**src/rtl/edge_irq_pkg.sv**
```systemverilog
package edge_irq_pkg;

  // Register index taken from address bits 4:2; the order fixes the map.
  typedef enum logic [2:0] {
    SEL_LINE_EN = 3'd0,
    SEL_EV_EN   = 3'd1,
    SEL_RISE    = 3'd2,
    SEL_FALL    = 3'd3,
    SEL_SWTRIG  = 3'd4,
    SEL_PEND    = 3'd5,
    SEL_NONE    = 3'd7
  } regSel_e;

  typedef struct packed {
    logic    wrLineEn;
    logic    wrEvEn;
    logic    wrRise;
    logic    wrFall;
    logic    wrSwTrig;
    logic    wrPendClr;
    logic    bankHi;
    regSel_e rdSel;
  } ctlStrobe_t;

endpackage

```
**src/rtl/edge_irq_ctl.sv**
```systemverilog
module edge_irq_ctl
  import edge_irq_pkg::*;
#(
  parameter int ADDR_W = 10
) (
  input  logic [ADDR_W-1:0] busAddr,
  input  logic              busWe,
  output ctlStrobe_t        stb
);

  localparam int BANK_BIT = 5;
  localparam int REG_LO   = 2;
  localparam int REG_HI   = 4;
  localparam int TOP_LO   = 6;
  localparam logic [2:0] LAST_REG = 3'd5;

  logic       mapped;
  logic [2:0] regIdx;

  always_comb begin
    regIdx = busAddr[REG_HI:REG_LO];
    mapped = (busAddr[1:0] == 2'b00) &&
             (busAddr[ADDR_W-1:TOP_LO] == '0) &&
             (regIdx <= LAST_REG);
  end

  always_comb begin
    stb = '0;
    stb.rdSel = SEL_NONE;
    if (mapped) begin
      stb.bankHi = busAddr[BANK_BIT];
      stb.rdSel  = regSel_e'(regIdx);
      if (busWe) begin
        unique case (regSel_e'(regIdx))
          SEL_LINE_EN: stb.wrLineEn  = 1'b1;
          SEL_EV_EN:   stb.wrEvEn    = 1'b1;
          SEL_RISE:    stb.wrRise    = 1'b1;
          SEL_FALL:    stb.wrFall    = 1'b1;
          SEL_SWTRIG:  stb.wrSwTrig  = 1'b1;
          SEL_PEND:    stb.wrPendClr = 1'b1;
          default:     ;
        endcase
      end
    end
  end

endmodule

```
**src/rtl/edge_irq_dp.sv**
```systemverilog
module edge_irq_dp
  import edge_irq_pkg::*;
#(
  parameter int DATA_W   = 32,
  parameter int HI_LINES = 8,
  parameter int EXT_W    = 16,
  parameter logic [DATA_W+HI_LINES-1:0] FIXED = '0
) (
  input  logic                       clk,
  input  logic                       rstN,
  input  ctlStrobe_t                 stb,
  input  logic [DATA_W-1:0]          busWdata,
  output logic [DATA_W-1:0]          busRdata,
  input  logic [EXT_W-1:0]           extIn,
  output logic [DATA_W+HI_LINES-1:0] irqPulse
);

  localparam int LINES = DATA_W + HI_LINES;
  localparam logic [LINES-1:0] LO_LANES = {{HI_LINES{1'b0}}, {DATA_W{1'b1}}};
  localparam logic [LINES-1:0] CFG      = ~FIXED;

  logic [LINES-1:0] lineEnQ, evEnQ, riseQ, fallQ, swQ, pendQ;
  logic [EXT_W-1:0] extQ;

  logic [LINES-1:0] lane, wide, wrBits, cfgBits;
  logic [LINES-1:0] extWide, prevWide, riseEdge, fallEdge;
  logic [LINES-1:0] edgeHit, swHit, clrBits, hit, swNext;
  logic [LINES-1:0] rdVec;

  // Place the bus word on the lines of the addressed bank.
  always_comb begin
    lane    = stb.bankHi ? ~LO_LANES : LO_LANES;
    wide    = stb.bankHi ? {busWdata[HI_LINES-1:0], {DATA_W{1'b0}}}
                         : {{HI_LINES{1'b0}}, busWdata};
    wrBits  = wide & lane;
    cfgBits = wrBits & CFG;
  end

  // Edge detection against the previous sample.
  always_comb begin
    extWide  = {{(LINES-EXT_W){1'b0}}, extIn};
    prevWide = {{(LINES-EXT_W){1'b0}}, extQ};
    riseEdge = extWide & ~prevWide;
    fallEdge = ~extWide & prevWide;
    edgeHit  = lineEnQ & ((riseEdge & riseQ) | (fallEdge & fallQ));
  end

  // Software trigger and acknowledge.
  always_comb begin
    swHit   = stb.wrSwTrig  ? (cfgBits & ~swQ & lineEnQ & ~pendQ) : '0;
    clrBits = stb.wrPendClr ? (pendQ & cfgBits) : '0;
    hit     = edgeHit | swHit;
    if (stb.wrSwTrig)       swNext = (swQ & ~lane) | cfgBits;
    else if (stb.wrPendClr) swNext = swQ & ~clrBits;
    else                    swNext = swQ;
  end

  always_ff @(posedge clk or negedge rstN) begin
    if (!rstN) begin
      lineEnQ  <= FIXED;
      evEnQ    <= '0;
      riseQ    <= '0;
      fallQ    <= '0;
      swQ      <= '0;
      pendQ    <= '0;
      extQ     <= '0;
      irqPulse <= '0;
    end else begin
      extQ     <= extIn;
      swQ      <= swNext;
      pendQ    <= (pendQ & ~clrBits) | hit;
      irqPulse <= hit;
      if (stb.wrLineEn) lineEnQ <= (lineEnQ & ~lane) | wrBits;
      if (stb.wrEvEn)   evEnQ   <= (evEnQ & ~lane) | wrBits;
      if (stb.wrRise)   riseQ   <= (riseQ & ~lane) | cfgBits;
      if (stb.wrFall)   fallQ   <= (fallQ & ~lane) | cfgBits;
    end
  end

  // Read path: pick the register, then the bank slice.
  always_comb begin
    unique case (stb.rdSel)
      SEL_LINE_EN: rdVec = lineEnQ;
      SEL_EV_EN:   rdVec = evEnQ;
      SEL_RISE:    rdVec = riseQ;
      SEL_FALL:    rdVec = fallQ;
      SEL_SWTRIG:  rdVec = swQ;
      SEL_PEND:    rdVec = pendQ;
      default:     rdVec = '0;
    endcase
    busRdata = stb.bankHi ? {{(DATA_W-HI_LINES){1'b0}}, rdVec[LINES-1:DATA_W]}
                          : rdVec[DATA_W-1:0];
  end

endmodule

```
**src/rtl/edge_irq_ctrl.sv**
```systemverilog
module edge_irq_ctrl
  import edge_irq_pkg::*;
#(
  parameter int ADDR_W   = 10,
  parameter int DATA_W   = 32,
  parameter int HI_LINES = 8,
  parameter int EXT_W    = 16,
  parameter logic [DATA_W-1:0]   FIXED_LO = 32'hFF82_0000,
  parameter logic [HI_LINES-1:0] FIXED_HI = 8'h87
) (
  input  logic                       clk,
  input  logic                       rstN,
  input  logic [ADDR_W-1:0]          busAddr,
  input  logic                       busWe,
  input  logic [DATA_W-1:0]          busWdata,
  output logic [DATA_W-1:0]          busRdata,
  input  logic [EXT_W-1:0]           extIn,
  output logic [DATA_W+HI_LINES-1:0] irqPulse
);

  localparam logic [DATA_W+HI_LINES-1:0] FIXED = {FIXED_HI, FIXED_LO};

  ctlStrobe_t stb;

  edge_irq_ctl #(.ADDR_W(ADDR_W)) ctl_i (
    .busAddr (busAddr),
    .busWe   (busWe),
    .stb     (stb)
  );

  edge_irq_dp #(
    .DATA_W   (DATA_W),
    .HI_LINES (HI_LINES),
    .EXT_W    (EXT_W),
    .FIXED    (FIXED)
  ) dp_i (
    .clk      (clk),
    .rstN     (rstN),
    .stb      (stb),
    .busWdata (busWdata),
    .busRdata (busRdata),
    .extIn    (extIn),
    .irqPulse (irqPulse)
  );

endmodule

```
**config.mk**
```make
export PLATFORM = sky130hd
export DESIGN_NAME = edge_irq_ctrl
export DESIGN_NICKNAME = d
export VERILOG_FILES = /design/src/rtl/edge_irq_pkg.sv /design/src/rtl/edge_irq_ctl.sv /design/src/rtl/edge_irq_dp.sv /design/src/rtl/edge_irq_ctrl.sv
export SDC_FILE = /design/constraint.sdc
export NUM_CORES = 1
export LEC_CHECK = 0
export ABC_CLOCK_PERIOD_IN_PS = 2900
export BUFFER_PORTS_ARGS = -buffer_cell sky130_fd_sc_hd__clkbuf_2
export CAP_MARGIN = 25
export CORE_ASPECT_RATIO = 0.5
export CORE_MARGIN = 1
export CORE_UTILIZATION = 55
export DETAILED_ROUTE_END_ITERATION = 8
export GPL_TIMING_DRIVEN = 0
export PLACE_DENSITY = 0.82
export SYNTH_ARGS = -nofsm -noshare
export SYNTH_HDL_FRONTEND = slang
export SYNTH_SLANG_ARGS = --single-unit
export TNS_END_PERCENT = 1
```
**constraint.sdc**
```tcl
create_clock -name clk -period 2.9 [get_ports clk]
set_clock_uncertainty 0.1 [all_clocks]
set_input_delay 0.145 -clock clk [delete_from_list [all_inputs] [get_ports clk]]
set_output_delay 0.145 -clock clk [all_outputs]
set_load 0.1 [all_outputs]
```
=== Word level (Yosys, flattened, before mapping) ===
Cells that the tools add are included.
Widths: inputs -> output; s select.

* Word-level logic and storage cells: 73
* Input port bits: 61
* Output and inout port bits: 72
* Bits in registers: 296

* $lt $le $gt $ge: 1
* Bitwise operators: 31
* Muxes and demuxes: 16
* Equality and inequality tests: 10
* Reductions and logical operators: 7

{| class="wikitable"
|+ Operators with widths
! cell !! count
|-
| $and 40x40->40 || 13
|-
| $mux 40 || 6
|-
| $pmux 40 s6 || 1
|-
| $or 40x40->40 || 5
|-
| $not 40->40 || 4
|-
| $or 40x39->40 || 3
|-
| $not 16->40 || 2
|-
| $and 16x40->40 || 1
|-
| $and 39x40->40 || 1
|-
| $and 40x16->40 || 1
|-
| $and 40x39->40 || 1
|-
| $mux 32 || 1
|-
| $eq 3x2->1 const B || 4
|-
| $eq 3x3->1 const B || 4
|-
| $mux 10 || 1
|-
| $eq 3x1->1 const B || 2
|-
| $logic_not 3->1 || 2
|-
| $mux 1 || 6
|-
| $mux 6 || 1
|-
| $logic_not 4->1 || 1
|-
| $le 3x3->1 const B || 1
|-
| $logic_and 1x1->1 || 2
|-
| $logic_not 2->1 || 1
|-
| $reduce_bool 2->1 || 1
|}

=== Longest topological paths before layout ===
Gate-level depths: netlist (run 1).

* Word-level depth: 12
* Depth in mapped cells: 8

=== Cells and area by module ===
A second synthesis (run 1) with hierarchy kept.

* Cell total of the unflattened synthesis: 1061
* Area total of the unflattened synthesis: 12500.7 µm²

{| class="wikitable"
|+ By module, submodules not included
! module !! times used !! area each (µm²) !! cells each
|-
| edge_irq_dp || 1 || 12369.4 || 1041
|-
| edge_irq_ctl || 1 || 131.4 || 20
|}

=== Worst setup path after synthesis (run 1) ===
No wires, ideal clock.

* Path kind: input to output
* From: input busAddr[2]
* To: output busRdata[6]
* Path slack: -0.938 ns
* Required time: 2.655 ns
* Data arrival time: 3.593 ns
* Stages on the path: 7
* Cell sequence: buf_2 buf_2 buf_2 buf_2 a21oi_1 o2bb2a_1 a211oi_1

* Cells in the longest elaborated chain, start to end: 6
* Elaborated cells on any way between the ends: 11
* Classes of those cells: 1 x order compare; 5 x eq/ne; 3 x mux; 2 x reduce/logical

{| class="wikitable"
|+ Ends and longest elaborated chain
! what !! line !! RTL
|-
| from (decl) || edge_irq_ctrl.sv:13 || <nowiki>input logic [ADDR_W-1:0] busAddr,</nowiki>
|-
| $le 3x3->1 || edge_irq_ctl.sv:24 || <nowiki>(regIdx <= LAST_REG);</nowiki>
|-
| $logic_and 1x1->1 || edge_irq_ctl.sv:23 || <nowiki>(busAddr[ADDR_W-1:TOP_LO] == '0) &&</nowiki>
|-
| $mux 10 * || edge_irq_ctl.sv:30 || <nowiki>if (mapped) begin</nowiki>
|-
| $eq 3x3->1, or another cell as far along || edge_irq_dp.sv:82 || <nowiki>unique case (stb.rdSel)</nowiki>
|-
| $pmux 40 s6 || edge_irq_dp.sv:82 ||
|-
| $mux 32 * || edge_irq_dp.sv:91 || <nowiki>busRdata = stb.bankHi ? {{(DATA_W-HI_LINES){1'b0}}, rdVec[LINES-1:DATA_W]}</nowiki>
|-
| to (decl) || edge_irq_ctrl.sv:16 || <nowiki>output logic [DATA_W-1:0] busRdata,</nowiki>
|}

Every way passes the cells marked *; elsewhere a longest branch is shown, timed or not.

=== Final worst setup path (run 1) ===
* From: input busAddr[3]
* To: output busRdata[15]

The elaborated chain is that of the path after synthesis.

==> results of run 1 <==
-- timing repair --
item / CTS / global route
setup endpoints to repair: 15 / 17
pin swaps: 0 / 0
endpoints found under the hold margin: 263 / 0
hold buffers: 50 / 0
gates resized for setup: 13 / 12
-- area by class of cell --
cell class	count	area [sq um]
Clock inverter	10	103
Timing Repair Buffer	163	1150
Multi-Input combinational cell	696	5560
Buffer	83	424
Clock buffer	34	699
Inverter	15	56.3
Fill cell	1639	7070
Tap cell	300	375
Sequential cell	268	6720
-- routing by layer --
layer  vias up  wire length, microns  part of all wire
met5         -                     0                 0
met2       614                 16800              0.45
met4         0                  1490             0.040
li1       4271                     -                 -
met3       111                  3910              0.10
met1      5100                 15500              0.41
-- through the flow --
step	instances	setup WS (ns)	hold slack (ns)	instance area, sq um
floorplan	1063	-0.879	-0.251	12700
global placement	1474	-3.68	0.175	13700
detailed placement	1476	-0.476	0.0501	13700
CTS	1569	0.00355	0.0191	15100
global route	1569	-0.0785	0.0614	15100
finish	1569	-0.0286	0.0299	15100
-- power by group through the flow --
stage               Sequential (W)  Combinational [W]  Clock, W
detailed placement         0.00387           0.000536         0
CTS                        0.00380           0.000592   0.00330
floorplan                  0.00387           0.000296         0
global route               0.00381           0.000640   0.00344
global placement           0.00387           0.000513         0
finish                     0.00380           0.000604   0.00328
-- worst min path at each step --
stage                    start        endpoint  slack, ns  depth (start not counted)
detailed placement        rstN       async pin       0.05                          1
global placement      extIn[8]    dp_i.extQ[8]       0.18                          1
finish              busAddr[0]  dp_i.pendQ[38]       0.03                          5
CTS                 busAddr[0]  dp_i.pendQ[38]       0.02                          5
floorplan                 rstN       async pin      -0.25                          0
global route        busAddr[0]  dp_i.pendQ[38]       0.06                          5
-- worst max-delay path: stages --
cell	delay [ns]
clkbuf_2	0.11
buf_2	0.21
buf_2	0.36
clkbuf_1	0.61
a22oi_1	0.21
o22a_1	0.24
o21ai_0	0.26
clkbuf_2	0.52
-- cell usage after synthesis, drive strengths merged (18+ instances only) --
cell type / instances / area, sq um
dfrtp: 254 / 6360
mux2: 149 / 1680
nand2: 78 / 293
buf: 54 / 305
o21ai: 53 / 265
and2: 45 / 282
and3b: 34 / 298
a22oi: 31 / 233
nor2: 31 / 133
clkbuf: 30 / 114
nand3: 27 / 150
nand4: 25 / 163
mux4: 21 / 473
o211ai: 21 / 158
mux2i: 20 / 200
a21o: 18 / 135
-- cells by family (layout without fill, tap and decap cells) --
| family | Yosys count | after routing |
|---|---|---|
| compound gates | 202 | 202 |
| buf+inv | 99 | 305 |
| simple gates | 290 | 290 |
| mux | 190 | 190 |
| flops | 268 | 268 |
| other cells | 1 | 14 |
-- placed cells by master, fill, tap and decap left out, types with 15 or more instances in the layout --
| cell | instances |
|---|---|
| mux2i_1 | 20 |
| mux2_2 | 143 |
| clkbuf_1 | 32 |
| clkbuf_2 | 99 |
| dfrtp_1 | 254 |
| a21o_1 | 18 |
| dlygate4sd3_1 | 50 |
| buf_2 | 33 |
| and3b_1 | 34 |
| nand4_1 | 24 |
| a22oi_1 | 31 |
| nand2_1 | 78 |
| o41ai_1 | 15 |
| buf_4 | 18 |
| nor2_1 | 28 |
| and2_1 | 45 |
| clkbuf_16 | 25 |
| mux4_2 | 21 |
| o21ai_0 | 53 |
| o211ai_1 | 21 |
| nand3_1 | 24 |
==> results.sh, run 1 <==
export IMPL_die_x_microns=217
export IMPL_worstPathArrival_ns=2.68
export IMPL_first_global_vias=10230
export IMPL_grt_busiest_layer="met2"
export IMPL_grt_pass1_wl_microns=58300
export IMPL_final_antenna_net_count=0
export IMPL_irDropWorstVdd_v=0.000325
export IMPL_place_gp_congestion=0.994
export IMPL_setup_violations=2
export IMPL_cts_buffers=24
export IMPL_fmax_mhz=341
export IMPL_vias=10096
export IMPL_grt_use_met1=0.451
export IMPL_synth_edff_count=0
export IMPL_wl_per_cell_microns=24.0
export IMPL_synthXorXnorAreaFrac=0
export IMPL_rsz0062_at_grt="yes"
export IMPL_synthSimpleGateAreaFrac=0.132
export IMPL_r2r_end="dp_i.pendQ[12]"
export IMPL_seqPwrFrac=0.495
export IMPL_synth_compound_area_share=0.114
export IMPL_antenna_found_initial=0
export IMPL_critPathLaunch="busAddr[3]"
export IMPL_syn_avg_cell_area_sq_um=12.1
export IMPL_vias_per_cell=6.43
export IMPL_timing_critical_path_required_ns=2.65
export IMPL_slew_viol_final=0
export IMPL_max_slew_margin=0.271
export IMPL_synthToLayoutAreaGrowth_pct=18.9
export IMPL_cp_start_kind="input port"
export IMPL_cts_setup_buffers=0
export IMPL_p_total_w=0.00769
export IMPL_cts_tree="done"
export IMPL_combinationalPowerShare=0.079
export IMPL_grt_usage=0.327
export IMPL_ys_async_sr_fraction=1.00
export IMPL_layout_setup_ws_ns=-0.0286
export IMPL_ioPinCount=133
export IMPL_utilization=0.681
export IMPL_internal_power_w=0.00584
export IMPL_clockPowerShare=0.427
export IMPL_p_per_area_nw_per_um2=510
export IMPL_max_slew_worst_pin_slew_ns=1.09
export IMPL_hold_viol_final=0
export IMPL_io_buffers=111
export IMPL_diodes=0
export IMPL_crit_end="busRdata[15]"
export IMPL_drt_iter0_drc=967
export IMPL_hpwl_microns=25400
export IMPL_grt_util_met3=0.0703
export IMPL_drive_gt1_frac=0.314
export IMPL_yosys_warnings=0
export IMPL_r2r_slack_ns=1.37
export IMPL_clk_latency_ns=0.53
export IMPL_coreArea_sq_um=22200
export IMPL_die_area_sq_um=23700
export IMPL_synthFlopType="dfrtp_1"
export IMPL_violations="setup timing"
export IMPL_r2r_cells=2
export IMPL_max_cap_violations=0
export IMPL_grt_max_degree=119
export IMPL_grt_overflow=0
export IMPL_r2r_start="dp_i.pendQ[12]"
export IMPL_synth_top_family_by_area="multiplexers"
export IMPL_ctsLongestPathBuffers=3
export IMPL_p_switching_w=0.00185
export IMPL_critPathKind="in2out"
export IMPL_netlist_instances=1050
export IMPL_cts_sinks=268
export IMPL_fin_setup_tns_ns=-0.0313
export IMPL_min_path_type="in2reg"
export IMPL_yosysUniqueCellTypes=62
export IMPL_crit_fanout=10
export IMPL_num_rows=38
export IMPL_swShare=0.240
export IMPL_min_period_ns=2.93
export IMPL_fp_dieH_microns=109
export IMPL_initial_core_util=0.573
export IMPL_dr_pass1_iters=5
export IMPL_clk_pin_slew_ns=0.07
export IMPL_outcome="finished, violations left"
export IMPL_fin_nets=1312
export IMPL_fin_crit_sh=1.01
export IMPL_cts_htree_levels=1
export IMPL_post_route_drc_count=0
export IMPL_yosysSeqAreaShare=0.530
export IMPL_syn_cell_area_sq_um=12700
export IMPL_root_buffer="clkbuf_16"
export IMPL_p_leak_nw=7.23
export IMPL_ys_seq_elements=268
export IMPL_grt_util_met2=0.511
export IMPL_synth_area_mux_share=0.185
export IMPL_routed_wl_microns=37700
export IMPL_cp_end_kind="output pin"
export IMPL_synthAdderAreaFrac=0
(Power assumes the default switching activity.)
==> run 2: changes to the inputs <==
TNS_END_PERCENT = default   (was 1)
==> run 2 against run 1 <==
  * The run now ends clean
  * Final cell count increased by 0.13%
  * Routed wire length is 1.1% higher
  * Clock-buffer cell count is 2 higher
  * Sequential power barely moved
  * Cell area is 0.66% higher
  * Global-route usage is essentially flat
  * Flip-flop and latch count unchanged
  * Combinational power grew 1%
  * Setup slack better by 0.044 ns
  * Register-to-register slack better by 0.03 ns
  * Critical endpoint is now busRdata[0]
  * Largest cell class unchanged
==> results.sh, run 2 (synthesis results as in run 1) <==
export IMPL_internal_power_w=0.00608
export IMPL_cp_cell_sequence="clkbuf_2 -> buf_2 -> buf_2 -> buf_2 -> clkbuf_2 -> nand3_1 -> o21ai_0 -> nand2_1 -> a211oi_2 -> clkbuf_4"
export IMPL_post_route_drc_count=0
export IMPL_grt_max_degree=101
export IMPL_cts_htree_levels=1
export IMPL_outcome="complete, no violations"
export IMPL_grt_util_met3=0.0835
export IMPL_hpwl_microns=25500
export IMPL_slew_viol_final=0
export IMPL_setup_violations=0
export IMPL_grt_overflow=0
export IMPL_cp_start_kind="input port"
export IMPL_whs_path_depth=5
export IMPL_hold_viol_final=0
export IMPL_io_buffers=111
export IMPL_p_leak_nw=7.28
export IMPL_p_total_w=0.00800
export IMPL_final_common_cell="dfrtp_1"
export IMPL_path_buf_inv=6
export IMPL_clk_latency_ns=0.54
export IMPL_combinationalPowerShare=0.076
export IMPL_drive_gt1_frac=0.322
export IMPL_critPathKind="in2out"
export IMPL_grt_use_met1=0.436
export IMPL_synthToLayoutAreaGrowth_pct=19.7
export IMPL_max_slew_worst_pin_slew_ns=1.10
export IMPL_r2r_cells=2
export IMPL_cp_top_family="buffers and inverters"
export IMPL_cts_buffers=25
export IMPL_coreArea_sq_um=22200
export IMPL_final_antenna_net_count=0
export IMPL_first_global_vias=10251
export IMPL_vias_per_cell=6.46
export IMPL_grt_usage=0.327
export IMPL_clockPowerShare=0.448
export IMPL_cp_end_kind="output pin"
export IMPL_cts_setup_buffers=0
export IMPL_wl_per_cell_microns=24.3
export IMPL_irDropWorstVdd_v=0.000427
export IMPL_ioPinCount=133
export IMPL_place_gp_congestion=0.983
export IMPL_ctsLongestPathBuffers=3
export IMPL_min_path_type="in2reg"
export IMPL_initial_core_util=0.573
export IMPL_num_rows=38
export IMPL_p_per_area_nw_per_um2=527
export IMPL_fin_crit_sh=0.995
export IMPL_max_stage_delay_ns=0.44
export IMPL_swShare=0.239
export IMPL_fp_dieH_microns=109
export IMPL_min_period_ns=2.88
export IMPL_fin_nets=1313
export IMPL_fillerInstances=1607
export IMPL_grt_pass1_wl_microns=58300
export IMPL_max_slew_margin=0.264
export IMPL_critPathSlowestCell="buf_2"
export IMPL_cp_common_cell="buf_2"
export IMPL_routed_wl_microns=38100
export IMPL_max_cap_violations=0
export IMPL_fin_setup_tns_ns=0
export IMPL_seqPwrFrac=0.476
export IMPL_crit_fanout=10
export IMPL_root_buffer="clkbuf_16"
export IMPL_layout_common_cells="dfrtp_1 (254), mux2_2 (143), clkbuf_2 (112)"
export IMPL_drt_iter0_drc=1199
export IMPL_die_area_sq_um=23700
export IMPL_vias=10148
export IMPL_clk_pin_slew_ns=0.07
export IMPL_cts_sinks=268
export IMPL_die_x_microns=217
export IMPL_rsz0062_at_grt="no"
export IMPL_timing_critical_path_required_ns=2.65
export IMPL_grt_busiest_layer="met2"
export IMPL_fmax_mhz=347
export IMPL_worstPathArrival_ns=2.64
export IMPL_p_switching_w=0.00192
export IMPL_cts_tree="done"
export IMPL_dr_pass1_iters=7
export IMPL_grt_util_met2=0.513
export IMPL_cp_depth=10
export IMPL_antenna_found_initial=1
[run 2: changes by cell type in the layout (fill, tap and decap cells not counted), sizes merged]
cell,previous run,this run
diode,0,1
bufinv,2,4
inv,14,16
clkbuf,173,176
dlygate4sd3,50,49
clkinv,8,3
[run 2: through the flow]
step | cells | util | setup WS (ns) | hold WS [ns] | cell area, sq um
CTS | 1570 | 0.685 | 0.000235 | 0.000670 | 15200
global route | 1571 | 0.685 | 0.0175 | 0.0380 | 15200
detailed placement | 1476 | 0.622 | -0.578 | 0.129 | 13800
floorplan | 1063 | - | -0.765 | -0.251 | 12800
finish | 1571 | 0.685 | 0.0158 | 0.0183 | 15200
global placement | 1474 | 0.619 | -3.72 | 0.176 | 13700
[run 2: per-layer routing]
metal  vias up  share of wire
met5         -              0
met4         0          0.043
met3       137           0.11
met2       601           0.46
met1      5125           0.39
li1       4285              -
[run 2: final timing paths]
path                                 from  slack, ns        endpoint
setup / recovery               busAddr[3]       0.02     busRdata[0]
hold / removal                 busAddr[0]       0.02  dp_i.pendQ[38]
setup reg to reg           dp_i.pendQ[12]       1.40  dp_i.pendQ[12]
hold reg to reg            dp_i.fallQ[39]       0.39  dp_i.fallQ[39]
max in group asynchronous            rstN       1.66       async pin
min in group asynchronous            rstN       0.07  dp_i.riseQ[25]
[run 2: layout make-up]
cell class              count  area, sq um  area share
well taps                 300          375      0.0247
inverters                  15         56.3     0.00371
clock inverters             9          158      0.0104
clock buffers              36          727      0.0479
plain buffers              84          439      0.0289
flip-flops and latches    268         6720       0.443
repair buffers            162         1110      0.0733
diodes                      1         2.50    0.000165
multi-input cells         696         5590       0.368
[run 2: worst min-delay path: stages]
cell and delay (ns):
clkbuf_2 0.11, nor4_4 0.05, nand2_1 0.15, o31ai_1 0.10, nand2b_1 0.06
[run 2: timing repair]
item / CTS / global route
hold buffers: 49 / 0
gates resized for setup: 10 / 10
endpoints found under the hold margin: 242 / 0
setup endpoints to repair: 15 / 13
cloned: 0 / 0
[run 2: power by group through the flow]
stage | Sequential, W | Combinational [W] | Clock, W
final | 0.00380 | 0.000611 | 0.00358
after global routing | 0.00381 | 0.000648 | 0.00374
after detailed placement | 0.00387 | 0.000542 | 0
after CTS | 0.00380 | 0.000599 | 0.00359
after global placement | 0.00387 | 0.000517 | 0
after floorplan | 0.00387 | 0.000298 | 0
==> run 3: changes to the inputs <==
ABC_AREA = 1   (was default)
==> run 3 against run 2 <==
  * The run now ends with setup timing left
  * First-iteration DRC count up 58%
  * Die area up 2.1%
  * Fmax down 1.0%
  * Register-to-register slack better by 0.08 ns
  * Via count up 26%
  * Critical path depth down 2
  * Core utilization down 1.1 points
  * Global-route usage up 3.2 points
  * Area after synthesis up 2.1%
  * Critical path type unchanged
==> results.sh, run 3 <==
export IMPL_final_common_cell="nand2_1"
export IMPL_clk_latency_ns=0.55
export IMPL_cp_start_kind="input port"
export IMPL_cts_tree="done"
export IMPL_whs_ns=0.00443
export IMPL_rsz0062_at_grt="no"
export IMPL_clk_pin_slew_ns=0.07
export IMPL_r2r_slack_ns=1.48
export IMPL_grt_usage=0.358
export IMPL_layout_setup_ws_ns=-0.0142
export IMPL_p_switching_w=0.00203
export IMPL_fillerInstances=1840
export IMPL_synthMostInstantiatedCell="nand2_1"
export IMPL_yosysUniqueCellTypes=29
export IMPL_synth_area_leaders="dfrtp_1 (49%), nand2_1 (15%), nand4_1 (5.6%), o21ai_0 (5.3%), inv_1 (5.0%)"
export IMPL_die_area_sq_um=24200
export IMPL_max_stage_delay_ns=0.67
export IMPL_min_period_ns=2.91
export IMPL_slew_viol_final=0
export IMPL_cp_cell_sequence="buf_6 -> clkbuf_1 -> buf_1 -> nand4_1 -> nand3_1 -> o21ai_0 -> nand2_1 -> clkbuf_2"
export IMPL_cp_top_family="buffers and inverters"
export IMPL_crit_fanout=10
export IMPL_fin_setup_tns_ns=-0.0215
export IMPL_diodes=0
export IMPL_fin_nets=1917
export IMPL_yosys_area_top_type="dfrtp_1"
export IMPL_timing_critical_path_required_ns=2.65
export IMPL_combinationalPowerShare=0.077
export IMPL_hpwl_microns=28000
export IMPL_critPathKind="in2out"
export IMPL_grt_pass1_wl_microns=65800
export IMPL_setup_violations=2
export IMPL_synth_top_area_frac=0.491
export IMPL_routed_wl_microns=42900
export IMPL_synthToLayoutAreaGrowth_pct=19.7
export IMPL_fmax_mhz=343
export IMPL_cts_sinks=268
export IMPL_violations="setup timing"
export IMPL_internal_power_w=0.00614
export IMPL_ctsLongestPathBuffers=3
export IMPL_clockPowerShare=0.446
export IMPL_min_path_type="in2async"
export IMPL_fp_dieH_microns=111
export IMPL_syn_avg_cell_area_sq_um=7.86
export IMPL_drt_iter0_drc=1895
export IMPL_cp_end_kind="output pin"
export IMPL_num_rows=39
export IMPL_cts_setup_buffers=0
export IMPL_ys_seq_elements=268
export IMPL_max_slew_worst_pin_slew_ns=1.05
export IMPL_max_slew_margin=0.301
export IMPL_grt_overflow=0
export IMPL_grt_max_degree=111
export IMPL_final_antenna_net_count=0
export IMPL_wl_per_cell_microns=19.6
export IMPL_coreArea_sq_um=23000
export IMPL_post_route_drc_count=0
export IMPL_dpl_instance_area_sq_um=14100
export IMPL_place_gp_congestion=0.991
export IMPL_first_global_vias=11914
export IMPL_worstPathArrival_ns=2.67
export IMPL_outcome="finished, violations left"
export IMPL_p_total_w=0.00817
export IMPL_seqPwrFrac=0.476
export IMPL_initial_core_util=0.564
export IMPL_layout_common_cells="nand2_1 (509), dfrtp_1 (254), inv_1 (174)"
export IMPL_irDropWorstVdd_v=0.000398
export IMPL_cts_htree_levels=1
export IMPL_fin_crit_sh=1.00
export IMPL_ys_async_sr_fraction=1.00
export IMPL_yosys_warnings=0
export IMPL_max_cap_violations=0
export IMPL_die_x_microns=219
export IMPL_yosysSeqAreaShare=0.519
export IMPL_dr_pass1_iters=6
export IMPL_vias_per_cell=5.84
export IMPL_cts_buffers=25
export IMPL_syn_cell_area_sq_um=13000
export IMPL_drive_gt1_frac=0.158
export IMPL_swShare=0.249
export IMPL_synth_edff_count=0
export IMPL_root_buffer="clkbuf_16"
export IMPL_p_per_area_nw_per_um2=527
export IMPL_ioPinCount=133
export IMPL_synthTopCellsByCount="nand2_1 (509), dfrtp_1 (254), inv_1 (174), o21ai_0 (136), nor2_1 (128)"
export IMPL_netlist_instances=1648
export IMPL_synthFlopType="dfrtp_1"
export IMPL_io_buffers=114
export IMPL_path_buf_inv=4
export IMPL_hold_viol_final=0
export IMPL_antenna_found_initial=0
export IMPL_finalInstanceArea_sq_um=15500
export IMPL_vias=12739
export IMPL_p_leak_nw=8.25
export IMPL_critPathSlowestCell="buf_1"
-- run 3: changes by cell type after synthesis, sizes merged, moves of 24 or more --
cell   delta
a21oi    +27
a22oi    -31
and2     -45
and3b    -34
buf      +32
inv     +168
mux2    -149
nand2   +436
nand3    +24
nand4    +92
nor2    +107
o21ai   +178
-- run 3: final cells by class --
type	count	area [sq um]	area share
Tap cell	307	384	0.0248
Clock buffer	34	729	0.0470
Buffer	103	604	0.0390
Multi-Input combinational cell	1108	5050	0.326
Sequential cell	268	6720	0.434
Inverter	182	683	0.0440
Timing Repair Buffer	168	1150	0.0745
Clock inverter	12	175	0.0113
-- run 3: what timing repair did --
action                                 in CTS  in global routing
hold buffers                               52                  0
setup endpoints to repair                   1                 11
gates resized for setup                     1                 11
endpoints found under the hold margin     366                  0
cloned                                      0                  0
-- run 3: metal layers --
layer	up-vias	global-route usage	wire (microns)
li1	5712	-	-
met1	5964	0.500	16600
met2	894	0.513	18000
met3	167	0.127	6370
met4	2	0.130	1840
met5	-	0.0146	45
-- run 3: kinds of logic (layout without fill, tap and decap cells) --
kind of cell,count (synthesis),after routing,synth area share
buf+inv,285,499,0.0987
simple gates,823,823,0.276
compound gates,271,271,0.106
flops,268,268,0.519
other cells,1,14,0.000289
-- run 3: path summary, 6_finish.rpt --
check | end | cells past startpoint | start
min in group clk | flip-flop | 6 | busAddr[4]
setup reg to reg | dp_i.pendQ[15] | 4 | flip-flop
setup / recovery | busRdata[7] | 8 | busAddr[4]
hold / removal | dp_i.irqPulse[10] | 2 | rstN
hold reg to reg | dp_i.swQ[26] | 2 | dp_i.swQ[26]
max in group asynchronous | async pin | 4 | rstN
-- run 3: metrics by stage --
stage	setup WS, ns	cells	utilization
2_1_floorplan	0.140	1661	-
3_3_place_gp	-3.91	2082	0.610
3_5_place_dp	-0.0757	2084	0.612
4_1_cts	0.00686	2182	0.675
5_1_grt	0.00628	2182	0.675
6_report	-0.0142	2182	0.675
-- run 3: power groups by stage --
stage	sequential, W	clock, W	combinational, W
floorplan	0.00395	0	0.000310
global placement	0.00396	0	0.000541
detailed placement	0.00396	0	0.000561
CTS	0.00389	0.00363	0.000619
global route	0.00390	0.00379	0.000682
finish	0.00389	0.00365	0.000633
